--- config.mk ---
export PLATFORM = sky130hd
export DESIGN_NAME = clkdiv_even
export DESIGN_NICKNAME = d
export VERILOG_FILES = /design/src/rtl/clkdiv_pkg.sv /design/src/rtl/clkdiv_rst_sample.sv /design/src/rtl/clkdiv_count.sv /design/src/rtl/clkdiv_phase.sv /design/src/rtl/clkdiv_even.sv
export SDC_FILE = /design/constraint.sdc
export NUM_CORES = 1
export LEC_CHECK = 0
export CAP_MARGIN = 20
export CORE_AREA = 4 4 41 43
export CTS_BUF_LIST = sky130_fd_sc_hd__clkbuf_4 sky130_fd_sc_hd__clkbuf_8 sky130_fd_sc_hd__clkbuf_16
export CTS_CLUSTER_DIAMETER = 200
export CTS_CLUSTER_SIZE = 12
export DETAILED_ROUTE_END_ITERATION = 6
export DIE_AREA = 0 0 45 47
export PLACE_DENSITY = 0.32
export SETUP_SLACK_MARGIN = 0.5
export SYNTH_ARGS = -nofsm -noshare
export SYNTH_HDL_FRONTEND = slang
export SYNTH_SLANG_ARGS = --single-unit
--- constraint.sdc ---
create_clock -name src_clk -period 1 [get_ports src_clk]
set_input_delay 0.15 -clock src_clk [delete_from_list [all_inputs] [get_ports src_clk]]
set_output_delay 0.15 -clock src_clk [all_outputs]
set_load 0.02 [all_outputs]
--- src/rtl/clkdiv_pkg.sv ---
package clkdiv_pkg;
  // Half-period length, in source cycles, for ratio code s.
  function automatic int unsigned half_len(input int unsigned s);
    return s + 1;
  endfunction

  // Full division ratio for ratio code s.
  function automatic int unsigned divisor(input int unsigned s);
    return 2 * half_len(s);
  endfunction
endpackage

--- src/rtl/clkdiv_rst_sample.sv ---
module clkdiv_rst_sample (
  input  logic clk,
  input  logic rst_in,
  output logic rst_q
);
  // The divider reset is captured on the falling edge of the source clock.
  always_ff @(negedge clk) begin
    rst_q <= rst_in;
  end
endmodule

--- src/rtl/clkdiv_count.sv ---
module clkdiv_count
  import clkdiv_pkg::*;
#(
  parameter int SEL_W = 3
) (
  input  logic             clk,
  input  logic             rst,
  input  logic [SEL_W-1:0] sel_in,
  output logic             tick
);
  localparam int CNT_W = SEL_W;

  logic [CNT_W-1:0] cnt;
  logic [SEL_W-1:0] act_sel;
  logic [CNT_W-1:0] reload_val;

  // Reload value for the half-period that starts at this edge.
  assign reload_val = CNT_W'(half_len(int'(sel_in)) - 1);
  // Toggle boundary: the current half-period ends.
  assign tick       = !rst && (cnt == '0);

  always_ff @(posedge clk) begin
    if (rst) begin
      act_sel <= sel_in;
      cnt     <= reload_val;
    end else if (tick) begin
      act_sel <= sel_in;
      cnt     <= reload_val;
    end else begin
      cnt     <= cnt - 1'b1;
    end
  end

  // the count never exceeds the half-period of the latched ratio
  assert_cnt_bound_R1: assert property (@(posedge clk) disable iff (rst)
    int'(cnt) <= int'(half_len(int'(act_sel))) - 1);

  // the latched ratio only moves at a toggle boundary
  assert_sel_hold_R6: assert property (@(posedge clk) disable iff (rst)
    !tick |=> $stable(act_sel));

  // while reset is held, the counter is preloaded from the live ratio code
  assert_reset_load_R7: assert property (@(posedge clk)
    rst |=> (int'(cnt) == int'(half_len(int'($past(sel_in)))) - 1));
endmodule

--- src/rtl/clkdiv_phase.sv ---
module clkdiv_phase (
  input  logic clk,
  input  logic rst,
  input  logic tick,
  output logic q
);
  always_ff @(posedge clk) begin
    if (rst)       q <= 1'b0;
    else if (tick) q <= ~q;
  end

  // a sampled reset forces the output low on the next rising edge
  assert_reset_low_R4: assert property (@(posedge clk) rst |=> !q);
endmodule

--- src/rtl/clkdiv_even.sv ---
module clkdiv_even #(
  parameter int SEL_W = 3
) (
  input  logic             src_clk,
  input  logic             div_rst,
  input  logic [SEL_W-1:0] ratio_sel,
  output logic             div_clk
);
  logic rst_q;
  logic tick;

  clkdiv_rst_sample u_rst (
    .clk    (src_clk),
    .rst_in (div_rst),
    .rst_q  (rst_q)
  );

  clkdiv_count #(.SEL_W(SEL_W)) u_cnt (
    .clk    (src_clk),
    .rst    (rst_q),
    .sel_in (ratio_sel),
    .tick   (tick)
  );

  clkdiv_phase u_ph (
    .clk  (src_clk),
    .rst  (rst_q),
    .tick (tick),
    .q    (div_clk)
  );

  // every counter boundary inverts the output
  assert_toggle_R2: assert property (@(posedge src_clk) disable iff (rst_q)
    tick |=> (div_clk != $past(div_clk)));

  // between boundaries the output holds its level
  assert_hold_R2: assert property (@(posedge src_clk) disable iff (rst_q)
    !tick |=> $stable(div_clk));
endmodule

==> flow_summary.ini <==
[run_status]
outcome = complete, but fails checks
violated_checks = negative setup slack

[setup_path]
path_buf_inv = 0
path_delay_family = flip-flops
cp.arrival_ps = 1490
crit_chain = or2_1 > o21ai_1
critical_path.slowest_cell = sky130_fd_sc_hd__dfxtp_2
critPathRequiredTime_ps = 1170
timing.critical_path.from_type = register
crit_path_max_fanout = 7
critical_path.endpoint_type = register
critical_path.max_stage_delay_ps = 340
path_class = register to register

[logic_synthesis]
yosys_warnings = 0
post-synth-top-area-cell = sky130_fd_sc_hd__dfxtp_1
synth_fp_nets = 30
syn_avg_cell_area_sq_um = 9.52
ff_latch_count_synth = 5
synthesis.area_sq_um = 219
post_synth_main_area_contributors = sky130_fd_sc_hd__dfxtp_1, sky130_fd_sc_hd__ha_1, sky130_fd_sc_hd__nor2b_4
synth_top_cell_area_share_pct = 45.7
synth_sequential_area_ratio_pct = 45.7
synthesis.instances = 23
ys_types = 13

[power]
p_leak_nw = 0.164
sw_frac_of_total_pct = 28.6
p_switching_mw = 0.230
power-per-cell-area_nw_per_um2 = 2180
vdd_ir_drop_max_uv = 633
power_mw = 0.803
seq_power_share_pct = 35.8
power_frac_comb_pct = 34.8
pwr-share-clk_pct = 29.4
cellInternalPower_mw = 0.573

[timing]
final.setup.tns_ps = -996
rsz_0062_raised_after_global_routing = yes
max_slew.worst_pin.slew_ps = 188
worst_clk_skew_ps = 54.5
final.setup.worst_slack_ps = -323
finalHoldViolCount = 0
report.final.slew_viol_count = 0
timing.final.setup_violations = 4
max_slew_margin_pct = 87.5

[placed_design]
place_inst = 48
port_buffers = 5
hpwl_um = 342
gp_congestion = 0.647

[global_routing]
grt_usage_pct = 4.98
grt_max_degree = 8
overflow = 0
first_pass_grt_wire_length_um = 690
grt_pass1_vias = 170
antenna_found_initial = 0

[floorplan]
effective_utilization_at_floorplan_pct = 16.8
ioPinCount = 6
die_area_sq_um = 2120
chipWidth_um = 45
floorplan.die.height_um = 47
design.core.area_sq_um = 1300
floorplan.rows = 13

[route]
via_count = 185
wl_per_cell_um = 8.13
drt-total-wl_um = 423
drt_iter0_drc = 3
remaining_drc_errors = 0
vias_per_cell = 3.56
detail_route.first_pass.iterations = 2
postRouteAntennaNets = 0

[finish]
nNetsFinal = 45
finalCoreUtilization_pct = 28.3
post_route_cells_drive_above_1_share_pct = 43.2
ff_latch_area_sq_um = 105
multiInputGateArea_sq_um = 116
final_cell_mix = sky130_fd_sc_hd__buf_4, sky130_fd_sc_hd__inv_1, sky130_fd_sc_hd__clkbuf_4, sky130_fd_sc_hd__clkdlybuf4s50_1, sky130_fd_sc_hd__dfxtp_1
final_common_cell = sky130_fd_sc_hd__buf_4
synthToLayoutAreaGrowth_pct = 68.0
instances_no_fill = 52
fillerInstances = 148
antennaDiodeCount = 0

[cts]
clock_latency_ps = 290
cts.clk_slew.worst_paths_ps = 40
cts_root_buffer = sky130_fd_sc_hd__clkbuf_4
cts_sinks = 5
clock_tree.htree_level_count = 1
clock_tree_from_tritoncts = yes
postCtsSetupBuffers = 0
tritoncts.num_buffers = 3
max-clock-path-buffers = 2

[hold_path]
min-delay-path-class = input pin to register

[flow_run]
max-cap-violations = 0
==> state kept, by name (all words and copies together), names as in the netlist <==
register / flops
u_ph.q: 1
u_cnt.cnt: 3
u_rst.rst_q: 1
==> what timing repair did <==
item                       4_1_cts  5_1_grt
setup endpoints to repair        6        6
gates resized for setup         10        2
pin swaps                        0        1
hold buffers                     0        0
==> cell type report <==
| class | instances | area share (%) |
|---|---|---|
| multi-input combinational | 15 | 31.6 |
| sequential | 5 | 28.6 |
| inverter | 2 | 2.04 |
| tap | 15 | 5.10 |
| timing repair buffer | 10 | 24.5 |
| clock buffer | 3 | 6.12 |
| clock inverter | 2 | 2.04 |
==> stage by stage <==
step | setup slack [ps] | hold slack, ps | instance area [sq um]
3_5_place_dp | -256 | 523 | 337
6_report | -323 | 448 | 368
4_1_cts | -316 | 438 | 365
3_3_place_gp | -253 | 519 | 337
5_1_grt | -349 | 426 | 368
2_1_floorplan | -201 | 263 | 230
==> power by group through the flow <==
stage	clock network [mW]	logic [mW]	registers (mW)
final	0.236	0.280	0.287
after global routing	0.270	0.302	0.295
after CTS	0.248	0.278	0.286
after detailed placement	0.0125	0.274	0.288
after global placement	0.0125	0.273	0.285
after floorplan	0.0125	0.127	0.299
==> cells in the mapped netlist <==
master                    n
sky130_fd_sc_hd__nor4b_1  1
sky130_fd_sc_hd__nor2b_4  1
sky130_fd_sc_hd__a21oi_1  2
sky130_fd_sc_hd__dfxtp_1  5
sky130_fd_sc_hd__inv_1    3
sky130_fd_sc_hd__or2_1    1
sky130_fd_sc_hd__o21ai_0  2
sky130_fd_sc_hd__nor2_1   1
sky130_fd_sc_hd__o21ai_1  2
sky130_fd_sc_hd__nor3b_1  1
sky130_fd_sc_hd__ha_1     2
sky130_fd_sc_hd__xnor2_1  1
sky130_fd_sc_hd__nand2_1  1
==> worst reg2reg max path, delay by kind of cell (launching register included) <==
family	cells	cell delay [ps]
AO/OA/AOI/OAI	1	130
flip-flops	1	340
AND/OR/NAND/NOR	1	230
==> layer usage <==
metal  wire (um)  share of wire [%]  vias to the layer above  GRT usage [%]
met2         197                 47                        2           5.65
met4           0                  0                        0           7.02
met3          10                2.4                        0           2.30
met1         214                 51                       79           5.71
met5           0                  0                        -              0
li1            -                  -                      104              -
==> final timing paths <==
check,start,endpoint,slack [ps],cells past startpoint
hold reg to reg,u_cnt.cnt[0]$_DFF_P_,u_cnt.cnt[0]$_DFF_P_,560,2
hold / removal,div_rst,u_rst.rst_q$_DFF_N_,450,1
setup reg to reg,u_rst.rst_q$_DFF_N_,u_cnt.cnt[0]$_DFF_P_,-320,2
setup / recovery,u_rst.rst_q$_DFF_N_,u_cnt.cnt[0]$_DFF_P_,-320,2
==> logic make-up (layout without fill, tap and decap cells) <==
| kind of cell | count (synthesis) | after routing | share of synthesized area (%) |
|---|---|---|---|
| XOR/XNOR | 1 | 1 | 4.00 |
| AND/OR/NAND/NOR | 6 | 6 | 20.0 |
| AO/OA/AOI/OAI | 6 | 6 | 13.7 |
| flip-flops | 5 | 5 | 45.7 |
| adder cells (fa/ha/maj) | 2 | 2 | 11.4 |
| buffers and inverters | 3 | 17 | 5.14 |
No activity file was read; power rests on OpenSTA's default activity.
